File: config.mk
export PLATFORM = sky130hd
export DESIGN_NAME = ce_router
export DESIGN_NICKNAME = d
export VERILOG_FILES = /design/src/rtl/ce_router_pkg.sv /design/src/rtl/ce_mode_reg.sv /design/src/rtl/ce_range_decode.sv /design/src/rtl/ce_priority_sel.sv /design/src/rtl/ce_strobe_steer.sv /design/src/rtl/ce_router.sv
export SDC_FILE = /design/constraint.sdc
export NUM_CORES = 1
export LEC_CHECK = 0
export CAP_MARGIN = 40
export CELL_PAD_IN_SITES_DETAIL_PLACEMENT = 1
export CELL_PAD_IN_SITES_GLOBAL_PLACEMENT = 1
export CORE_MARGIN = 2
export CORE_UTILIZATION = 31
export DETAILED_ROUTE_END_ITERATION = 7
export GPL_TIMING_DRIVEN = 0
export PLACE_DENSITY = 0.88
export SETUP_SLACK_MARGIN = 0.4
export SYNTH_ARGS = -nofsm -noshare
export SYNTH_HDL_FRONTEND = slang
export SYNTH_SLANG_ARGS = --single-unit
File: constraint.sdc
create_clock -name clk_i -period 3.8 [get_ports clk_i]
set_clock_uncertainty 0.15 [all_clocks]
set_input_delay 0.76 -clock clk_i [delete_from_list [all_inputs] [get_ports clk_i]]
set_output_delay 0.76 -clock clk_i [all_outputs]
set_load 0.02 [all_outputs]
File: src/rtl/ce_router_pkg.sv
package ce_router_pkg;
  typedef enum logic [1:0] {
    CYC_IDLE   = 2'd0,
    CYC_FETCH  = 2'd1,
    CYC_DREAD  = 2'd2,
    CYC_DWRITE = 2'd3
  } cyc_e;
endpackage

File: src/rtl/ce_mode_reg.sv
module ce_mode_reg #(
  parameter int NUM_CE   = 4,
  parameter int CFG_W    = 8,
  parameter int MODE_LSB = 1
) (
  input  logic              clk_i,
  input  logic              rst_ni,
  input  logic              we_i,
  input  logic [CFG_W-1:0]  wdata_i,
  output logic [NUM_CE-1:0] mode_o,
  output logic [CFG_W-1:0]  rdata_o
);
  localparam int MODE_MSB = MODE_LSB + NUM_CE - 1;

  logic [NUM_CE-1:0] mode_q;

  always_ff @(posedge clk_i or negedge rst_ni) begin
    if (!rst_ni)   mode_q <= '0;
    else if (we_i) mode_q <= wdata_i[MODE_MSB:MODE_LSB];
  end

  always_comb begin
    rdata_o = '0;
    rdata_o[MODE_MSB:MODE_LSB] = mode_q;
  end

  assign mode_o = mode_q;

  logic unused_bits;
  assign unused_bits = ^{wdata_i[CFG_W-1:MODE_MSB+1], wdata_i[MODE_LSB-1:0]};
endmodule

File: src/rtl/ce_range_decode.sv
module ce_range_decode #(
  parameter int NUM_CE = 4,
  parameter int ADDR_W = 16
) (
  input  logic [ADDR_W-1:0]        addr_i,
  input  logic [NUM_CE-1:0]        en_i,
  input  logic [NUM_CE*ADDR_W-1:0] base_i,
  input  logic [NUM_CE*ADDR_W-1:0] limit_i,
  output logic [NUM_CE-1:0]        hit_o
);
  for (genvar i = 0; i < NUM_CE; i++) begin : g_cmp
    logic [ADDR_W-1:0] lo, hi;
    assign lo       = base_i[i*ADDR_W +: ADDR_W];
    assign hi       = limit_i[i*ADDR_W +: ADDR_W];
    assign hit_o[i] = en_i[i] && (addr_i >= lo) && (addr_i <= hi);
  end
endmodule

File: src/rtl/ce_priority_sel.sv
module ce_priority_sel #(
  parameter int NUM_CE = 4
) (
  input  logic [NUM_CE-1:0] req_i,
  output logic [NUM_CE-1:0] gnt_o
);
  logic found;
  always_comb begin
    gnt_o = '0;
    found = 1'b0;
    for (int i = 0; i < NUM_CE; i++) begin
      if (req_i[i] && !found) begin
        gnt_o[i] = 1'b1;
        found    = 1'b1;
      end
    end
  end
endmodule

File: src/rtl/ce_strobe_steer.sv
module ce_strobe_steer
  import ce_router_pkg::*;
#(
  parameter int NUM_CE = 4
) (
  input  cyc_e              cyc_i,
  input  logic [NUM_CE-1:0] gnt_i,
  input  logic [NUM_CE-1:0] mode_i,
  input  logic              core_psen_n_i,
  input  logic              core_rd_n_i,
  input  logic              core_wr_n_i,
  output logic [NUM_CE-1:0] ce_n_o,
  output logic              psen_n_o,
  output logic              rd_n_o,
  output logic              wr_n_o
);
  logic any_hit, merged_hit;
  assign any_hit    = |gnt_i;
  assign merged_hit = |(gnt_i & mode_i);

  always_comb begin
    ce_n_o   = '1;
    psen_n_o = 1'b1;
    rd_n_o   = 1'b1;
    wr_n_o   = 1'b1;
    unique case (cyc_i)
      CYC_FETCH: begin
        ce_n_o   = ~gnt_i;
        psen_n_o = core_psen_n_i;
      end
      CYC_DREAD: begin
        if (merged_hit) begin
          ce_n_o   = ~gnt_i;
          psen_n_o = core_rd_n_i;
        end else if (!any_hit) begin
          rd_n_o = core_rd_n_i;
        end
      end
      CYC_DWRITE: begin
        if (merged_hit) begin
          ce_n_o = ~gnt_i;
          wr_n_o = core_wr_n_i;
        end else if (!any_hit) begin
          wr_n_o = core_wr_n_i;
        end
      end
      default: ;
    endcase
  end
endmodule

File: src/rtl/ce_router.sv
module ce_router
  import ce_router_pkg::*;
#(
  parameter int NUM_CE   = 4,
  parameter int ADDR_W   = 16,
  parameter int CFG_W    = 8,
  parameter int MODE_LSB = 1
) (
  input  logic                     clk_i,
  input  logic                     rst_ni,
  input  logic                     cfg_we_i,
  input  logic [CFG_W-1:0]         cfg_wdata_i,
  output logic [CFG_W-1:0]         cfg_rdata_o,
  input  logic [1:0]               cyc_type_i,
  input  logic [ADDR_W-1:0]        addr_i,
  input  logic [NUM_CE-1:0]        region_en_i,
  input  logic [NUM_CE*ADDR_W-1:0] region_base_i,
  input  logic [NUM_CE*ADDR_W-1:0] region_limit_i,
  input  logic                     core_psen_n_i,
  input  logic                     core_rd_n_i,
  input  logic                     core_wr_n_i,
  output logic [NUM_CE-1:0]        ce_n_o,
  output logic                     psen_n_o,
  output logic                     rd_n_o,
  output logic                     wr_n_o
);
  cyc_e              cyc_q;
  logic [ADDR_W-1:0] addr_q;
  logic [NUM_CE-1:0] mode_q, hit, gnt;

  always_ff @(posedge clk_i or negedge rst_ni) begin
    if (!rst_ni) begin
      cyc_q  <= CYC_IDLE;
      addr_q <= '0;
    end else begin
      cyc_q  <= cyc_e'(cyc_type_i);
      addr_q <= addr_i;
    end
  end

  ce_mode_reg #(.NUM_CE(NUM_CE), .CFG_W(CFG_W), .MODE_LSB(MODE_LSB)) u_mode (
    .clk_i   (clk_i),
    .rst_ni  (rst_ni),
    .we_i    (cfg_we_i),
    .wdata_i (cfg_wdata_i),
    .mode_o  (mode_q),
    .rdata_o (cfg_rdata_o)
  );

  ce_range_decode #(.NUM_CE(NUM_CE), .ADDR_W(ADDR_W)) u_dec (
    .addr_i  (addr_q),
    .en_i    (region_en_i),
    .base_i  (region_base_i),
    .limit_i (region_limit_i),
    .hit_o   (hit)
  );

  ce_priority_sel #(.NUM_CE(NUM_CE)) u_sel (
    .req_i (hit),
    .gnt_o (gnt)
  );

  ce_strobe_steer #(.NUM_CE(NUM_CE)) u_steer (
    .cyc_i         (cyc_q),
    .gnt_i         (gnt),
    .mode_i        (mode_q),
    .core_psen_n_i (core_psen_n_i),
    .core_rd_n_i   (core_rd_n_i),
    .core_wr_n_i   (core_wr_n_i),
    .ce_n_o        (ce_n_o),
    .psen_n_o      (psen_n_o),
    .rd_n_o        (rd_n_o),
    .wr_n_o        (wr_n_o)
  );
endmodule

==> results of run 1 <==
-- final timing paths --
| check | start | to | slack (ns) | cells after the start |
|---|---|---|---|---|
| max | region_limit_i[10] | ce_n_o[1] | -0.27 | 11 |
| min | u_mode.mode_o[2] | u_mode.mode_o[2] | 0.48 | 1 |
| max reg2reg | u_mode.mode_o[1] | u_mode.mode_o[1] | 2.81 | 1 |
| min reg2reg | u_mode.mode_o[2] | u_mode.mode_o[2] | 0.48 | 1 |
| max in group asynchronous | rst_ni | addr_q[5] | 2.23 | 2 |
| min in group asynchronous | rst_ni | addr_q[9] | 0.73 | 1 |
-- logic make-up after synthesis --
| family | count (synthesis) |
|---|---|
| buffers and inverters | 136 |
| adder cells (fa/ha/maj) | 132 |
| AO/OA/AOI/OAI | 111 |
| AND/OR/NAND/NOR | 100 |
| flip-flops | 22 |
| multiplexers | 4 |
| other | 1 |
-- placed cells by master, fill, tap and decap left out, types with 8 or more instances in the layout --
master	n
ha_4	79
dlygate4sd2_1	73
inv_2	71
inv_1	56
clkdlybuf4s50_1	54
ha_1	46
a21oi_1	25
buf_4	25
nand2_1	22
nand4_1	19
a21oi_2	16
buf_2	14
clkdlybuf4s15_1	12
o21ai_2	11
nand3_1	11
buf_6	11
dfrtp_2	9
dfrtp_1	8
-- area by class of cell --
type                            instances  area, µm²
Fill cell                            1452       5110
Multi-Input combinational cell        351       4390
Timing Repair Buffer                  194       1770
Sequential cell                        22        581
Inverter                              132        527
Tap cell                              172        215
Clock buffer                            3       75.1
Clock inverter                          1       30.0
Buffer                                  4       30.0
Antenna cell                            2       5.00
-- sequential cells by signal (all words and copies together), names as in the netlist --
register	cells
addr_q	16
u_mode.mode_o	4
cyc_q	2
-- metrics by stage --
stage	utilization, %	power, µW	std cells	area, µm²
detailed placement	49.1	918	852	6240
finish	59.9	1450	881	7610
global placement	49.0	879	851	6230
floorplan	-	595	509	4310
global route	59.8	1540	880	7610
CTS	59.6	1400	879	7580
-- power groups by stage --
stage               registers, µW  logic [µW]  clock network (µW)
global route                  312         893                 337
CTS                           308         770                 325
finish                        309         818                 323
global placement              292         587                   0
detailed placement            292         626                   0
floorplan                     280         315                   0
-- what timing repair did --
action,CTS,global route
pin swaps,149,3
cloned,0,0
setup endpoints to repair,7,7
resized for setup,456,11
buffers inserted,23,0
-- per-layer routing --
layer	vias up	wire length, µm	share of wire [%]	GRT usage, %
met5	-	0	0	0
met4	0	793	4.1	9.38
met3	44	944	4.9	5.02
met2	169	10000	52	51.1
met1	2238	7340	38	29.1
li1	2177	-	-	-
==> results_dict.tcl, run 1 <==
set metrics [dict create \
    status "complete, but fails checks" \
    violations "setup timing" \
    synth_common_cells "ha_1 (132), inv_1 (132), a21oi_1 (41)" \
    grt_max_degree 14 \
    overflow 0 \
    clkTransAtPathRegs_ns 0.07 \
    synthAdderAreaFrac_pct 40.7 \
    routed_wl_um 19100 \
    slew_headroom_pct 53.5 \
    synth_top_cell_area_share_pct 40.7 \
    fmax_mhz 246 \
    switching_power_uw 558 \
    worstPathArrival_ns 3.16 \
    finalHoldViolations 0 \
    cts_buffers 3 \
    crit_family "compound AO/OA/AOI/OAI gates" \
    drv_slew 0 \
    syn_area_per_cell_um2 8.02 \
    hp-class "flip-flop to flip-flop" \
    critical-path-max-stage-delay_ns 0.46 \
    routed_via_density 5.25 \
    num_vias 4628 \
    cp_data_required_time_ns 2.89 \
    tns_ns -1.60 \
    start_util_pct 31.9 \
    cellPowerDensity_mw_per_mm2 190 \
    ctsHoldBuffers 0 \
    synth-edff-count 0 \
    pwr-share-comb_pct 56.4 \
    die_h_um 118 \
    core_area_mm2 0.0127 \
    h-tree-depth 1 \
    clk_path_buf_depth 2 \
    cellLeakagePower_uw 0.00345 \
    syn-cell-area_mm2 0.00406 \
    setup_viol 7 \
    dp_slack_ns -1.36 \
    clk_latency_ns 0.27 \
    drt_iter0_drc 93 \
    synthSimpleGateAreaFrac_pct 13.3 \
    synth_top_family_by_area "adder cells" \
    drv_cap 0 \
    clock_sinks 22 \
    worstPathBufferInverterCount 3 \
    synth_mux_area_share_pct 1.11 \
    critPathSlowestCell "a2111o_1" \
    timing.hold.ws_ns 0.479 \
    intPower_uw 893 \
    crit_path_start_kind "input pin" \
    pwr-share-seq_pct 21.3 \
    nNetsFinal 1004 \
    synth_compound_area_share_pct 18.4 \
    synth_top_area_cell "ha_1" \
    grt_pass1_vias 5490 \
    syn_to_final_growth_pct 87.5 \
    worstSetupPathType "input pin to output port" \
    dpl.hpwl_um 13400 \
    clockPowerShare_pct 22.3 \
    firstDrtPassIters 4 \
    layout_setup_ws_ns -0.270 \
    ys_warn_count 0 \
    synth_xor_area_share_pct 0 \
    vdd_drop_max_mv 0.128 \
    place_congestion 0.863 \
    drc 0 \
    worstSetupEndpointType "output port" \
    synth_area_leaders "ha_1 (41%), dfrtp_1 (14%), inv_1 (12%)" \
    grt_pass1_wl_um 29100 \
    dieWidth_um 118 \
    synth_cell_types 47 \
    fp-row-count 41 \
    ant_nets 0 \
    synth-seq-cells 22 \
    io_buffer_count 170 \
    grtUsageTotal_pct 26.7 \
    period_share_pct 107 \
    fin_crit_ns 4.07 \
    critPathMaxFanout 4 \
    detail_route.wl_per_cell_um 21.7 \
    antenna_found_initial 3 \
    worst_slew_pin_slew_ns 0.692 \
    crit_chain "dlygate4sd2_1 > inv_2 > ha_4 > nand4_1 > a2111o_1 > a21oi_2 > or4_4 > o21ai_4 > o31ai_4 > o21ai_2 > buf_6" \
    ys_seq_area_share_pct 13.6 \
    p_sw_share_pct 38.5 \
    cts_tree "yes" \
    cts-root-buf "clkbuf_16" \
    async_flop_share_pct 100 \
    die_area_mm2 0.0140 \
    synth_ff_type "dfrtp_1" \
    io_pins 179 \
    layout-drive-gt1-share_pct 44.3 \
    syn_inst 506 \
    rsz0062_at_grt "true" \
]
No activity file was read; power rests on OpenSTA's default activity.
==> run 2: changes to the inputs <==
--- a/config.mk
+++ b/config.mk
@@ -5,15 +5,15 @@
 export SDC_FILE = /design/constraint.sdc
 export NUM_CORES = 1
 export LEC_CHECK = 0
+export ABC_AREA = 1
 export CAP_MARGIN = 40
 export CELL_PAD_IN_SITES_DETAIL_PLACEMENT = 1
 export CELL_PAD_IN_SITES_GLOBAL_PLACEMENT = 1
 export CORE_MARGIN = 2
-export CORE_UTILIZATION = 31
+export CORE_UTILIZATION = 33
 export DETAILED_ROUTE_END_ITERATION = 7
 export GPL_TIMING_DRIVEN = 0
-export PLACE_DENSITY = 0.88
-export SETUP_SLACK_MARGIN = 0.4
+export PLACE_DENSITY = 0.93
 export SYNTH_ARGS = -nofsm -noshare
 export SYNTH_HDL_FRONTEND = slang
 export SYNTH_SLANG_ARGS = --single-unit
==> constraint.sdc (replaced) <==
create_clock -name clk_i -period 4.81 [get_ports clk_i]
set_clock_uncertainty 0.15 [all_clocks]
set_input_delay 0.962 -clock clk_i [delete_from_list [all_inputs] [get_ports clk_i]]
set_output_delay 0.962 -clock clk_i [all_outputs]
set_load 0.02 [all_outputs]
==> results_dict.tcl, run 2 <==
set metrics [dict create \
    status "finished clean" \
    regToRegSetupSlack_ns 3.84 \
    dpl.hpwl_um 13300 \
    ys_warn_count 0 \
    grtUsageTotal_pct 22.1 \
    fin_crit_ns 4.57 \
    largest_reg_flops 16 \
    critPathSlowestCell "clkdlybuf4s50_1" \
    cellLeakagePower_uw 0.00355 \
    fp-row-count 41 \
    critical-path-max-stage-delay_ns 0.46 \
    cellPowerDensity_mw_per_mm2 142 \
    syn_inst 630 \
    cts_buffers 3 \
    crit_top_cell "nand2_1" \
    crit_chain "clkdlybuf4s50_1 > inv_1 > ha_1 > nand2_1 > nor2_1 > nor2_1 > nand2_1 > nand2_1 > nand2_1 > nand2_1 > nand2_2 > nand3_4 > nand2_2 > nor2_4 > nand3_2 > nand3_1 > nand3b_1 > dlygate4sd2_1" \
    detail_route.wl_per_cell_um 15.6 \
    reg2regPathDepth 1 \
    start_util_pct 34.1 \
    dp.cells 976 \
    crit_family "simple AND/OR/NAND/NOR gates" \
    synth-seq-cells 22 \
    synth_top_area_cell "ha_1" \
    ant_nets 0 \
    clkTransAtPathRegs_ns 0.06 \
    critPathMaxFanout 5 \
    layout-drive-gt1-share_pct 5.45 \
    antenna_found_initial 0 \
    rsz0062_at_grt "false" \
    synth_area_leaders "ha_1 (38%), inv_1 (14%), dfrtp_1 (13%)" \
    grt_pass1_wl_um 25000 \
    routed_wl_um 15300 \
    final_common_cell "clkdlybuf4s50_1" \
    core_area_mm2 0.0128 \
    tns_ns 0 \
    regMostFlops "addr_q" \
    place_congestion 0.802 \
    fmax_mhz 219 \
    synth_top_cell_area_share_pct 37.9 \
    nNetsFinal 1105 \
    worstPathArrival_ns 3.46 \
    syn-cell-area_mm2 0.00436 \
    ys_seq_area_share_pct 12.6 \
    worstSetupEndpointType "output port" \
    worstReg2RegStart "u_mode.mode_o[1]" \
    h-tree-depth 1 \
    grt_max_degree 16 \
    firstDrtPassIters 3 \
    min_to "u_mode.mode_o[0]" \
    setup_viol 0 \
    synth_ff_type "dfrtp_1" \
    drv_cap 0 \
    worstPathBufferInverterCount 3 \
    overflow 0 \
    syn_to_final_growth_pct 47.0 \
    finalHoldViolations 0 \
    crit_path_start_kind "input pin" \
    post-cts-setup-buffer-count 0 \
    die_h_um 119 \
    diodes 0 \
    die_area_mm2 0.0141 \
    synth_cell_types 32 \
    syn_area_per_cell_um2 6.92 \
    cts-root-buf "clkbuf_16" \
    clk_path_buf_depth 2 \
    synth-edff-count 0 \
    final_cell_mix "clkdlybuf4s50_1 (163), inv_1 (158), nand2_1 (135)" \
    period_share_pct 95.1 \
    num_vias 4613 \
    synth_common_cells "inv_1 (158), nand2_1 (135), ha_1 (132)" \
    drv_slew 0 \
    r2r_end "u_mode.mode_o[1]" \
    dieWidth_um 119 \
    clk_latency_ns 0.26 \
    drt_iter0_drc 93 \
    stdcell_count 980 \
    routed_via_density 4.71 \
    grt_pass1_vias 5156 \
    io_buffer_count 170 \
    hp-class "flip-flop to flip-flop" \
    worstHoldStart "u_mode.mode_o[0]" \
    vdd_drop_max_mv 0.161 \
    clock_sinks 22 \
    min_path_cells 1 \
    async_flop_share_pct 100 \
    drc 0 \
    cp_data_required_time_ns 3.70 \
    io_pins 179 \
    synth.most_common_cell "inv_1" \
    cts_tree "yes" \
    worstSetupPathType "input pin to output port" \
]
## run 2: cell count changes in the layout (fill, tap and decap cells not counted), sizes merged, moves of 13 or more
cell / change
buf: -47
nor2: +36
o21ai: -13
inv: +31
a21oi: +15
clkdlybuf4s50: +109
nand2: +112
clkdlybuf4s15: -18
dlygate4sd2: -72
## run 2: cells by family after synthesis
family | share of synthesized area (%)
AOI/OAI and AO/OA | 10.6
adders and majority gates | 37.9
buffers and inverters | 14.9
DFF | 12.6
muxes | 0.775
other | 0.0861
and+or+nand+nor | 23.1
## run 2: cell type report
type,count,area [µm²]
buffer,4,30.0
clock buffer,4,88.8
fill,1616,6370
inverter,165,619
multi-input combinational,442,3170
sequential,22,551
tap,172,215
timing repair buffer,171,1730
## run 2: report_power, final
| part | leakage, µW | internal [µW] | switching, µW | total [µW] |
|---|---|---|---|---|
| registers | 0.000257 | 196 | 29.3 | 225 |
| logic | 0.00325 | 256 | 228 | 484 |
| clock network | 0.0000442 | 127 | 72.5 | 200 |
| total | 0.00355 | 579 | 330 | 909 |
## run 2: worst max-delay path by stage
stage	slack [ns]	endpoint	start	cells after the start
6_report	0.24	wr_n_o	region_base_i[3]	18
5_1_grt	0.02	ce_n_o[3]	region_base_i[3]	18
4_1_cts	0.02	ce_n_o[2]	region_base_i[3]	15
3_5_place_dp	-0.09	psen_n_o	region_base_i[3]	19
3_3_place_gp	0.02	psen_n_o	region_base_i[3]	19
2_1_floorplan	1.22	ce_n_o[2]	region_base_i[47]	12
## run 2: layer usage
layer	vias up	track usage, %	routed length, µm
met4	0	5.58	308
met2	117	43.6	8110
met1	2125	24.4	6210
met5	-	0	0
li1	2352	-	-
met3	19	3.21	671
## run 2: per-stage QoR
stage | hold slack, ns | power [µW] | instance area, µm² | util, % | worst slack [ns]
4_1_cts | 0.437 | 922 | 6400 | 50.1 | 0.0229
5_1_grt | 0.452 | 992 | 6410 | 50.2 | 0.0165
2_1_floorplan | 0.498 | 473 | 4370 | - | 1.22
3_3_place_gp | 0.407 | 686 | 6290 | 49.2 | 0.0210
3_5_place_dp | 0.424 | 716 | 6310 | 49.4 | -0.0854
6_report | 0.439 | 909 | 6410 | 50.2 | 0.238
## run 2: repair_timing
item,CTS,global route
gates resized for setup,3,7
hold buffers,0,0
pin swaps,0,2
setup endpoints to repair,3,6
